File: src/rtl/wave_dac_pkg.sv
`timescale 1ns/1ps
package wave_dac_pkg;

    localparam int RATE_W = 3;

    typedef enum logic [2:0] {
        ST_PARK   = 3'd0,
        ST_RISE   = 3'd1,
        ST_FALL   = 3'd2,
        ST_TRI_UP = 3'd3,
        ST_TRI_DN = 3'd4
    } scan_state_e;

    typedef struct packed {
        logic [1:0]        rsvd;
        logic [RATE_W-1:0] rate;
        logic              dir_up;
        logic              auto_cyc;
        logic              mem_src;
    } ctrl_t;

endpackage

File: src/rtl/rate_tick_gen.sv
`timescale 1ns/1ps
module rate_tick_gen #(
    parameter int RATE_W   = 3,
    parameter int BASE_DIV = 512
) (
    input  logic              clk,
    input  logic              rst_n,
    input  logic              restart,
    input  logic [RATE_W-1:0] rate,
    output logic              tick
);
    localparam int CNT_W = $clog2(BASE_DIV);

    logic [CNT_W-1:0] cnt_q;
    logic [CNT_W:0]   period;
    logic             at_end;

    // period = BASE_DIV >> rate, never below one clock
    assign period = (CNT_W + 1)'(BASE_DIV) >> rate;
    assign at_end = (cnt_q == CNT_W'(period - 1'b1));
    assign tick   = at_end && !restart;

    always_ff @(posedge clk) begin
        if (!rst_n) begin
            cnt_q <= '0;
        end else if (restart || at_end) begin
            cnt_q <= '0;
        end else begin
            cnt_q <= cnt_q + 1'b1;
        end
    end
endmodule

File: src/rtl/scan_seq.sv
`timescale 1ns/1ps
module scan_seq
    import wave_dac_pkg::*;
#(
    parameter int ADDR_W = 6
) (
    input  logic              clk,
    input  logic              rst_n,
    input  logic              tick,
    input  logic              run,
    input  logic              dir_up,
    input  logic              auto_cyc,
    output logic [ADDR_W-1:0] ptr,
    output scan_state_e       state
);
    localparam logic [ADDR_W-1:0] TOP = '1;
    localparam logic [ADDR_W-1:0] BOT = '0;

    scan_state_e       state_q, state_d;
    logic [ADDR_W-1:0] ptr_q, ptr_d;
    logic [ADDR_W-1:0] ptr_up, ptr_dn;

    assign ptr_up = ptr_q + 1'b1;
    assign ptr_dn = ptr_q - 1'b1;

    // state register
    always_ff @(posedge clk) begin
        if (!rst_n) begin
            state_q <= ST_PARK;
            ptr_q   <= BOT;
        end else begin
            state_q <= state_d;
            ptr_q   <= ptr_d;
        end
    end

    // next state and pointer
    always_comb begin
        state_d = state_q;
        ptr_d   = ptr_q;
        if (run && tick) begin
            unique case (state_q)
                ST_PARK: begin
                    if (auto_cyc) begin
                        if (ptr_q == TOP) begin
                            ptr_d   = ptr_dn;
                            state_d = ST_TRI_DN;
                        end else begin
                            ptr_d   = ptr_up;
                            state_d = ST_TRI_UP;
                        end
                    end else if (dir_up && ptr_q != TOP) begin
                        ptr_d   = ptr_up;
                        state_d = (ptr_up == TOP) ? ST_PARK : ST_RISE;
                    end else if (!dir_up && ptr_q != BOT) begin
                        ptr_d   = ptr_dn;
                        state_d = (ptr_dn == BOT) ? ST_PARK : ST_FALL;
                    end
                end
                ST_RISE: begin
                    ptr_d   = ptr_up;
                    state_d = (ptr_up == TOP) ? ST_PARK : ST_RISE;
                end
                ST_FALL: begin
                    ptr_d   = ptr_dn;
                    state_d = (ptr_dn == BOT) ? ST_PARK : ST_FALL;
                end
                ST_TRI_UP: begin
                    if (!auto_cyc) begin
                        if (ptr_q == TOP) begin
                            state_d = ST_PARK;
                        end else begin
                            ptr_d   = ptr_up;
                            state_d = (ptr_up == TOP) ? ST_PARK : ST_RISE;
                        end
                    end else if (ptr_q == TOP) begin
                        ptr_d   = ptr_dn;
                        state_d = ST_TRI_DN;
                    end else begin
                        ptr_d   = ptr_up;
                    end
                end
                ST_TRI_DN: begin
                    if (!auto_cyc) begin
                        if (ptr_q == BOT) begin
                            state_d = ST_PARK;
                        end else begin
                            ptr_d   = ptr_dn;
                            state_d = (ptr_dn == BOT) ? ST_PARK : ST_FALL;
                        end
                    end else if (ptr_q == BOT) begin
                        ptr_d   = ptr_up;
                        state_d = ST_TRI_UP;
                    end else begin
                        ptr_d   = ptr_dn;
                    end
                end
                default: begin
                    state_d = ST_PARK;
                end
            endcase
        end
    end

    // outputs
    always_comb begin
        ptr   = ptr_q;
        state = state_q;
    end
endmodule

File: src/rtl/wave_mem.sv
`timescale 1ns/1ps
module wave_mem #(
    parameter int ADDR_W = 6,
    parameter int DATA_W = 10
) (
    input  logic              clk,
    input  logic              we,
    input  logic [ADDR_W-1:0] waddr,
    input  logic [DATA_W-1:0] wdata,
    input  logic [ADDR_W-1:0] raddr,
    output logic [DATA_W-1:0] rdata
);
    localparam int DEPTH = 1 << ADDR_W;

    logic [DATA_W-1:0] cells [DEPTH];

    // read-first: a same-edge write is seen on the following read
    always_ff @(posedge clk) begin
        if (we) begin
            cells[waddr] <= wdata;
        end
        rdata <= cells[raddr];
    end
endmodule

File: src/rtl/wave_dac_scan.sv
`timescale 1ns/1ps
module wave_dac_scan
    import wave_dac_pkg::*;
#(
    parameter int ADDR_W   = 6,
    parameter int DATA_W   = 10,
    parameter int BASE_DIV = 512
) (
    input  logic              clk,
    input  logic              rst_n,
    input  logic              ctrl_we,
    input  logic [7:0]        ctrl_wdata,
    output logic [7:0]        ctrl_rdata,
    input  logic              dat_we,
    input  logic [DATA_W-1:0] dat_wdata,
    input  logic              mem_we,
    input  logic [ADDR_W-1:0] mem_waddr,
    input  logic [DATA_W-1:0] mem_wdata,
    output logic [DATA_W-1:0] dac_out
);
    ctrl_t             ctrl_q;
    logic [DATA_W-1:0] static_q;
    logic              rate_tick;
    logic [ADDR_W-1:0] scan_ptr;
    scan_state_e       seq_state;
    logic [DATA_W-1:0] mem_rdata;
    logic              ctrl_rsvd_unused;

    assign ctrl_rsvd_unused = ^ctrl_wdata[7:6];

    always_ff @(posedge clk) begin
        if (!rst_n) begin
            ctrl_q   <= '0;
            static_q <= '0;
        end else begin
            if (ctrl_we) begin
                ctrl_q.rsvd     <= 2'b00;
                ctrl_q.rate     <= ctrl_wdata[5:3];
                ctrl_q.dir_up   <= ctrl_wdata[2];
                ctrl_q.auto_cyc <= ctrl_wdata[1];
                ctrl_q.mem_src  <= ctrl_wdata[0];
            end
            if (dat_we) begin
                static_q <= dat_wdata;
            end
        end
    end

    rate_tick_gen #(
        .RATE_W   (RATE_W),
        .BASE_DIV (BASE_DIV)
    ) u_tick (
        .clk     (clk),
        .rst_n   (rst_n),
        .restart (ctrl_we),
        .rate    (ctrl_q.rate),
        .tick    (rate_tick)
    );

    scan_seq #(
        .ADDR_W (ADDR_W)
    ) u_seq (
        .clk      (clk),
        .rst_n    (rst_n),
        .tick     (rate_tick),
        .run      (ctrl_q.mem_src),
        .dir_up   (ctrl_q.dir_up),
        .auto_cyc (ctrl_q.auto_cyc),
        .ptr      (scan_ptr),
        .state    (seq_state)
    );

    wave_mem #(
        .ADDR_W (ADDR_W),
        .DATA_W (DATA_W)
    ) u_mem (
        .clk   (clk),
        .we    (mem_we),
        .waddr (mem_waddr),
        .wdata (mem_wdata),
        .raddr (scan_ptr),
        .rdata (mem_rdata)
    );

    assign ctrl_rdata = ctrl_q;
    assign dac_out    = ctrl_q.mem_src ? mem_rdata : static_q;
endmodule

File: config.mk
export PLATFORM = sky130hd
export DESIGN_NAME = wave_dac_scan
export DESIGN_NICKNAME = d
export VERILOG_FILES = /design/src/rtl/wave_dac_pkg.sv /design/src/rtl/rate_tick_gen.sv /design/src/rtl/scan_seq.sv /design/src/rtl/wave_mem.sv /design/src/rtl/wave_dac_scan.sv
export SDC_FILE = /design/constraint.sdc
export NUM_CORES = 1
export LEC_CHECK = 0
export BUFFER_PORTS_ARGS = -buffer_cell sky130_fd_sc_hd__buf_2
export CAP_MARGIN = 20
export CORE_ASPECT_RATIO = 1.5
export CORE_MARGIN = 5
export CORE_UTILIZATION = 45
export DETAILED_ROUTE_END_ITERATION = 10
export MAX_ROUTING_LAYER = met4
export RECOVER_POWER = 25
export SYNTH_ARGS = -nofsm -noshare
export SYNTH_HDL_FRONTEND = slang
export SYNTH_SLANG_ARGS = --single-unit
File: constraint.sdc
create_clock -name clk -period 3.6 [get_ports clk]
set_input_delay 0.18 -clock clk [delete_from_list [all_inputs] [get_ports clk]]
set_output_delay 0.18 -clock clk [all_outputs]
set_load 0.01 [all_outputs]
==> results of run 1 <==
==> final cells by class <==
type                       instances  area [µm²]
inverter                          10        37.5
fill                            4717       29100
sequential                       684       20100
clock inverter                    33         339
antenna                            3        7.51
clock buffer                      78        1630
tap                              784         981
timing repair buffer             160        1150
multi-input combinational        593        6540
==> registers in the layout, summed over array words and instances (netlist names) <==
signal / flops
u_mem.cells: 640
static_q: 10
u_mem.rdata: 10
u_tick.cnt_q: 9
ctrl_rdata: 6
u_seq.ptr: 6
u_seq.state: 3
==> cells by family after synthesis <==
group | after synthesis | synth area share
xor gates and xnor gates | 16 | 0.00517
DFF | 684 | 0.742
buffers and inverters | 92 | 0.0168
adders and majority gates | 6 | 0.00277
and+or+nand+nor | 221 | 0.0368
AOI/OAI and AO/OA | 119 | 0.0299
other | 1 | 0.000138
muxes | 229 | 0.166
==> power breakdown <==
part           total [µW]  switching (µW)  internal [µW]
Combinational         348             243            105
Clock                6500            2810           3690
Sequential           8780            25.3           8750
==> path summary, 6_finish.rpt <==
kind,start,endpoint,cells after the start
min reg2reg,u_tick.cnt_q[0]$_SDFF_PP0_,u_tick.cnt_q[0]$_SDFF_PP0_,1
max,u_seq.ptr[0]$_SDFFE_PN0P_,u_mem.rdata[8]$_DFF_P_,7
min,dat_we,static_q[3]$_SDFFE_PN0P_,3
max reg2reg,u_seq.ptr[0]$_SDFFE_PN0P_,u_mem.rdata[8]$_DFF_P_,7
==> through the flow <==
stage,instance area [µm²],util
after floorplan,27100,-
after global placement,28600,0.477
after detailed placement,28600,0.477
after CTS,30800,0.514
after global routing,30800,0.514
final,30800,0.514
==> routing by layer <==
metal / vias to the layer above / routed length [µm]
met5: - / 0
met4: 0 / 2130
met3: 107 / 2810
met2: 372 / 34900
met1: 7145 / 24200
li1: 5892 / -
==> placed cells by master, fill, tap and decap left out, drive strengths merged, types with 7 or more instances in the layout <==
master,n
mux4,176
o221ai,8
nand4,7
xnor2,10
dlygate4sd3,24
edfxtp,640
a211oi,12
o21ai,19
clkinv,24
nand3,23
a22oi,7
inv,11
nand2,37
o22ai,13
a21oi,26
clkbuf,88
buf,126
mux2,10
dfxtp,44
mux2i,43
bufinv,7
nor2,111
==> worst min-delay path: stages <==
cell     delay [ps]
buf_2           200
mux2i_1         150
nor2_1           70
==> out/summary.md, run 1 <==
Pin placement for this block handled 57 I/O pins. The count of nets left with antenna violations once routing finished came out at 0. The number of enable flip-flop cells after synthesis is 640. The run finished, with violations left. Global routing's busiest layer: met2. Synthesis inferred 684 register bits.

The ratio of routed vias to standard cells came out at 5.76. The number of antenna violations at the first check in global routing came out at 4. Sorting the synthesized cells by area gives the leading types as edfxtp_1, mux4_2, dfxtp_1, mux2i_1, nor2_1. The total overflow left after global routing is 0. The register-to-register setup slack came out at 710 ps.

The run gives 15600 µW as the total power after layout. The gate count of the mapped netlist was 1368; the port buffer count was 52. The analysis attributes to cell leakage a power of 0.00970 µW. The critical path startpoint category is a register. The ratio of cells with drive above 1 in the final layout was 0.261. The largest voltage drop on the vdd net was 0.000349 V; the worst setup skew after layout was 20.0 ps. For this run, the top clock speed supported by timing is 0.347 GHz.

The run gives 2345 as the number of standard cells in the final layout excluding fillers. Timing analysis after detailed placement gives a worst setup slack of 669 ps. Before antenna repair, the detailed router went through 4 iterations. Adding up every negative setup slack in the final design gives 0 ps. The floorplan step set the die height to 310 µm. Critical path class: reg2reg. On the worst path, the slowest cell contributes a delay of 640 ps.

Entering global routing, the biggest net connects 106 pins. The total count of hold-check failures in the final report is 0, and the via count of the first global-routing pass is 14258. The post-DP HPWL came out at 40200 µm. The core region is 0.0599 mm². The H-tree was split into 2 levels.

The tools report the endpoint type of the worst setup path as a register. The tools report the number of buffers inserted by post-CTS setup repair as 0. The checks that failed: capacitance limit, slew limit.

TritonCTS built the clock tree. For this design the ratio of total power to cell area is 507 mW/mm². Setup slack closes at 714 ps. The first routing iteration left 1016 violations. The mean area per synthesized cell is 19.8 µm². The most instantiated flip-flop cell in the synthesis netlist was edfxtp_1. Most repeated library cell on the critical path: a211oi_1.

For the met1 usage, the log shows 0.241. By instance count, the leading cell after synthesis is edfxtp_1. The top-area cell type share of the netlist area was 0.709; the number of design rule violations left after detail routing was 0. Detailed routing inserted a total of 13516 vias.

In this run, post-CTS repair resized a total of 0 instances. Initial core utilization: 0.452. The combined buffer and inverter count along the critical path is 1, and the width of the chip is 210 µm. In this run the core area contains 110 standard-cell rows. The number of distinct library cell variants in the gate-level netlist after synthesis came out at 54. The signal on the critical path passes through buf_12 > mux4_2 > and2_1 > a211oi_1 > a31oi_1 > a211oi_1 > a21oi_1. The commonest cells after synthesis are edfxtp_1, mux4_2, nor2_1, dfxtp_1, mux2i_1. The congestion estimate from routability-driven global placement came to 0.815. The tightest slew margin relative to the limit was -1.02; the hold-fix buffer count after cts was 24. Max-cap violations in this run came to 6. For this block, the routed nets add up to 64000 µm of wire.

The logs give 0 for the total number of yosys warnings and 0.361 for the met2 usage. The area of the die was 0.0653 mm². The run gives 0 as the setup-violating endpoint count in the final report. The min-delay analysis places its worst path in the category in2reg. Number of slew-limit violations in the final report: 277.

After detailed routing, the average wire length per cell comes to 27.3 µm. Setup repair after global routing left no endpoint under its margin. The run gives 0.742 as the fraction of the yosys area taken by sequential cells.

The final critical path time including I/O delays and setup was 2890 ps; the synthesis-to-finish area growth was 13.7%. The net count of the finished layout is 1555. For the worst setup path, the data required time is 4080 ps. The register clock-pin slew on the reported worst setup and hold paths is 60 ps, and the sink count of the clock tree is 684. The overall track demand over capacity in global routing is 0.203, and the wire length of the first global-routing pass is 95500 µm.

For the area of the mapped netlist, the log shows 0.0271 mm². The root buffer cell chosen for the clock tree is clkbuf_16. The tools report the clock latency on the worst-skew pair as 610 ps. The final cycle utilization of the critical path came out at 0.802.

For the pin with the worst max-slew slack, the measured transition is 3020 ps. The clock passes through at most 3 buffers. The library cell with the largest summed area after synthesis is edfxtp_1.

Along the worst path, the maximum fanout reaches 48. For the signal arrival time at the worst endpoint, the log shows 3360 ps. Critical path's slowest cell: dfxtp_4. The kind of cell with the highest combined delay along the critical path is compound AO/OA/AOI/OAI gates.

Number of instances in the placed design: 2205. The tools report the total clock buffers created by CTS as 61. The tools report the global routing met3 resource utilization as 0.0267.

The proportion of register bits with asynchronous set or reset after synthesis is 0, and the final hold slack is 27.3 ps.
Note: power is estimated with default switching activity, not from simulation.
==> inputs of run 2 (changes only) <==
- ABC_AREA: unset -> 1
- clock period: 3.6 -> 2.7 ns (I/O delays scaled with it)
==> run 2 against run 1 <==
The flow still finishes with violations (capacitance limit, slew limit). Wire length increased by 17%. Sequential cell count unchanged. Register-to-register slack got worse by 390 ps. Hold slack improved by 60 ps. Clock skew grew 5.7 ps. Fmax is 22% higher. Synthesized cell count grew 78%. Non-clock buffer count is 74 higher. Power rose by 32%. Sequential share of layout area down 2.9 points. Critical path depth increased by 3. Utilization grew 0.36 points. Highest routed layer unchanged.
==> out/summary.md, run 2 <==
The run finished, with violations left. Violated checks: capacitance limit, slew limit (unchanged). The overall track demand over capacity in global routing was 0.222 (was 0.203). The type of the tightest min-delay check was in2reg (unchanged). The power per cell area is 638 mW/mm² (was 507 mW/mm²). The combined buffer and inverter count along the critical path came out at 2 (was 1). Cell-by-cell trace of the critical path: inv_8 > buf_4 > o21ai_0 > o22ai_1 > nand2_1 > nand2_1 > nand2_1 > nand2_1 > o21ai_1 > nand2_1 (was buf_12 > mux4_2 > and2_1 > a211oi_1 > a31oi_1 > a211oi_1 > a21oi_1). For the post-DP HPWL, the log shows 45700 µm (was 40200 µm). The tools report the number of buffers inserted by post-CTS setup repair as 0 (unchanged). The tools report the area of the die as 0.0680 mm² (was 0.0653 mm²). The sink count of the clock tree is 684 (unchanged), and the flip-flop count of the largest register, all copies and words added is 640 (unchanged). The via count of the first global-routing pass was 18714 (was 14258); the tightest slew margin relative to the limit was -0.712 (was -1.02). The setup TNS is 0 ps (unchanged). The final estimated routing congestion in global placement is 0.888 (was 0.815), and the count of nets after finishing is 2624 (was 1555).

The number of cell instances on the worst register-to-register path came out at 10 (was 7). The die boundary height is 317 µm (was 310 µm). The logs give 1 (was 4) for the number of antenna violations at the first check in global routing and 5 (was 4) for the first-pass detailed-route iteration total.

The wire length of the first global-routing pass came out at 113000 µm (was 95500 µm). The peak fanout along the critical path was 70 (was 48). The routed length per placed instance is 21.8 µm (was 27.3 µm). The transition at the pin with the smallest max-transition slack came out at 2570 ps (was 3020 ps). The register-to-register setup slack was 330 ps (was 710 ps).

The critical path's slowest cell is o21ai_1 (was dfxtp_4). The critical path class was reg2reg (unchanged). The number of design rule violations left after detail routing is 0 (unchanged), and the total number of yosys warnings is 0 (unchanged). The ratio of routed vias to standard cells is 5.59 (was 5.76). Port buffer count: 52 (unchanged). The setup-violating endpoint count in the final report is 0 (unchanged). The core area was 0.0622 mm² (was 0.0599 mm²); the instance count on the critical path was 10 (was 7). The area of the mapped netlist was 0.0283 mm² (was 0.0271 mm²).

The commonest non-fill, non-tap cell in the layout was edfxtp_1 (unchanged). Final critical path time including I/O delays and setup: 2370 ps (was 2890 ps). Regs by FF count: u_mem.cells: 640 flops, static_q: 10 flops, u_mem.rdata: 10 flops (unchanged). The number of enable flip-flop cells after synthesis was 640 (unchanged).

For the total congestion overflow after global routing, the log shows 0 (unchanged). Commonest non-fill, non-tap cells in the layout: edfxtp_1, nor2_1, nand2_1, o21ai_0, buf_4 (was edfxtp_1, mux4_2, nor2_1, buf_4, clkbuf_16). The register clock-pin slew on the reported worst setup and hold paths is 70 ps (was 60 ps). The mean area per synthesized cell works out to 11.6 µm² (was 19.8 µm²). The fraction of the yosys area taken by sequential cells is 0.711 (was 0.742), and the static leakage is 0.0112 µW (was 0.00970 µW).

Synthesis-to-finish area growth: 14.0% (was 13.7%). The H-tree depth is 2 (unchanged). The number of slew-limit violations in the final report is 245 (was 277). The most repeated cell in the gate-level netlist after synthesis is edfxtp_1 (unchanged). For the total count of hold-check failures in the final report, the log shows 0 (unchanged).

Dominant cells by area after synthesis: edfxtp_1, nor2_1, o21ai_0, nand2_1, dfxtp_1 (was edfxtp_1, mux4_2, dfxtp_1, mux2i_1, nor2_1). The top-area cell type share of the netlist area was 0.680 (was 0.709); the remaining antenna violation count was 0 (unchanged). The max capacitance violation total is 6 (unchanged). The tools report the initial core utilization as 0.454 (was 0.452).

The run gives 327 ps (was 714 ps) as the slack of the critical path. The count of boundary I/O pins is 57 (unchanged), and the delay of the slowest cell on the worst path is 530 ps (was 640 ps). The endpoint of the most critical register-to-register path is u_mem.rdata[6]$_DFF_P_ (was u_mem.rdata[8]$_DFF_P_). The library cell with the largest summed area after synthesis was edfxtp_1 (unchanged). The ratio of cells with drive above 1 in the final layout was 0.113 (was 0.261); the gate count of the mapped netlist was 2438 (was 1368).

The run gives 74800 µm (was 64000 µm) as the wire length after detailed routing. The proportion of register bits with asynchronous set or reset after synthesis was 0 (unchanged). The kind of cell with the highest combined delay on the critical path is compound AO/OA/AOI/OAI gates (unchanged). The signal arrival time at the worst endpoint was 2860 ps (was 3360 ps); the number of distinct library cell variants in the gate-level netlist after synthesis was 41 (was 54). The iteration-0 DRC count of the detailed router came out at 1671 (was 1016).

TritonCTS built the clock tree. Post-synthesis sequential element count: 684 (unchanged). The tools report the first element of the critical path as u_seq.ptr[0]$_SDFFE_PN0P_ (unchanged). The root buffer cell is clkbuf_16 (unchanged).

The upper clock frequency limit is 0.421 GHz (was 0.347 GHz), and the pre-CTS worst setup slack is 383 ps (was 669 ps). The data required time of the critical path came out at 3180 ps (was 4080 ps). The tools report the last element of the critical path as u_mem.rdata[6]$_DFF_P_ (was u_mem.rdata[8]$_DFF_P_).

The largest net degree at the start of global routing was 112 (was 106); the width of the chip was 215 µm (was 210 µm). The most repeated library cell on the critical path is nand2_1 (was a211oi_1). The tools report the endpoint type of the worst setup path as a register (unchanged). Setup repair after global routing left no endpoint under its margin. The run gives 112 (was 110) as the placement row count. Critical path startpoint category: a register (unchanged).

The register with the most flip-flops was u_mem.cells (unchanged). The total clock buffers created by CTS was 60 (was 61). The most instantiated flip-flop cell in the synthesis netlist is edfxtp_1 (unchanged). For the clock latency on the worst-skew pair, the log shows 630 ps (was 610 ps). Cell types with the highest counts after synthesis: edfxtp_1, nor2_1, nand2_1, o21ai_0, o22ai_1 (was edfxtp_1, mux4_2, nor2_1, dfxtp_1, mux2i_1).

The tools report the largest buffer count on any clock path as 3 (unchanged). The final hold slack was 87.0 ps (was 27.3 ps); the final cycle utilization of the critical path was 0.879 (was 0.802). The largest voltage drop on the vdd net was 0.000488 V (was 0.000349 V).

The tools report the worst flop-to-flop path startpoint as u_seq.ptr[0]$_SDFFE_PN0P_ (unchanged). The total number of vias is 19155 (was 13516), and the worst setup skew after layout is 25.7 ps (was 20.0 ps).
[run 2: changes by cell type after synthesis, sizes merged, moves of 10 or more]
| cell | previous run | this run |
|---|---|---|
| a211oi | 12 | 0 |
| a21oi | 26 | 59 |
| buf | 47 | 98 |
| clkbuf | 35 | 58 |
| inv | 10 | 50 |
| mux2 | 10 | 0 |
| mux2i | 43 | 0 |
| mux4 | 176 | 0 |
| nand2 | 37 | 380 |
| nand3 | 23 | 112 |
| nor2 | 111 | 463 |
| o211ai | 2 | 20 |
| o21ai | 19 | 343 |
| o22ai | 13 | 117 |
[run 2: layer usage]
metal / global-route usage / wire length [µm] / vias up
li1: - / - / 8975
met1: 0.274 / 30100 / 9420
met2: 0.383 / 38100 / 643
met3: 0.0277 / 4300 / 117
met4: 0.0729 / 2250 / 0
met5: - / 0 / -
[run 2: where the power goes]
| group | switching (µW) | total, µW | internal, µW | leakage, µW |
|---|---|---|---|---|
| logic | 376 | 524 | 148 | 0.00418 |
| registers | 31.0 | 11700 | 11700 | 0.00612 |
| clock network | 3760 | 8340 | 4580 | 0.000916 |
[run 2: cell families after synthesis]
kind of cell | synth area share
adders and majority gates | 0.00266
AOI/OAI and AO/OA | 0.106
other | 0.000133
buffers and inverters | 0.0383
and+or+nand+nor | 0.139
DFF | 0.711
xor gates and xnor gates | 0.00310
[run 2: tightest hold or removal path, stage by stage]
cell and delay [ps]:
buf_2 100, nor2_1 100, nand4_4 180, nand2_1 60, inv_1 50, nor2_1 30
[run 2: area by class of cell]
class | count | area [µm²]
timing repair buffer | 234 | 1890
sequential | 684 | 20100
clock buffer | 75 | 1600
multi-input combinational | 1547 | 7130
tap | 798 | 998
fill | 5320 | 30000
clock inverter | 33 | 287
antenna | 1 | 2.50
inverter | 52 | 205
[run 2: worst min-delay path by stage]
stage	slack, ps	depth (start not counted)	end	start
finish	90	6	u_seq.ptr[4]$_SDFFE_PN0P_	ctrl_we
CTS	70	1	u_mem.cells[2][2]$_DFFE_PP_	mem_wdata[2]
global placement	360	3	static_q[3]$_SDFFE_PN0P_	dat_wdata[3]
global route	120	6	u_seq.ptr[4]$_SDFFE_PN0P_	ctrl_we
detailed placement	360	3	static_q[5]$_SDFFE_PN0P_	dat_wdata[5]
floorplan	230	0	u_mem.cells[0][0]$_DFFE_PP_	mem_wdata[0]
[run 2: timing repair]
item | 4_1_cts | 5_1_grt
gates resized for setup | 0 | 0
hold buffers | 40 | 1
hold endpoints to repair | 45 | 10
[run 2: metrics by stage]
| stage | util | cells | power, µW | area (µm²) |
|---|---|---|---|---|
| 5_1_grt | 0.518 | 3424 | 21200 | 32200 |
| 3_3_place_gp | 0.481 | 3273 | 12400 | 29900 |
| 6_report | 0.518 | 3424 | 20600 | 32200 |
| 3_5_place_dp | 0.481 | 3273 | 12400 | 29900 |
| 2_1_floorplan | - | 2439 | 12100 | 28300 |
| 4_1_cts | 0.518 | 3421 | 20700 | 32200 |
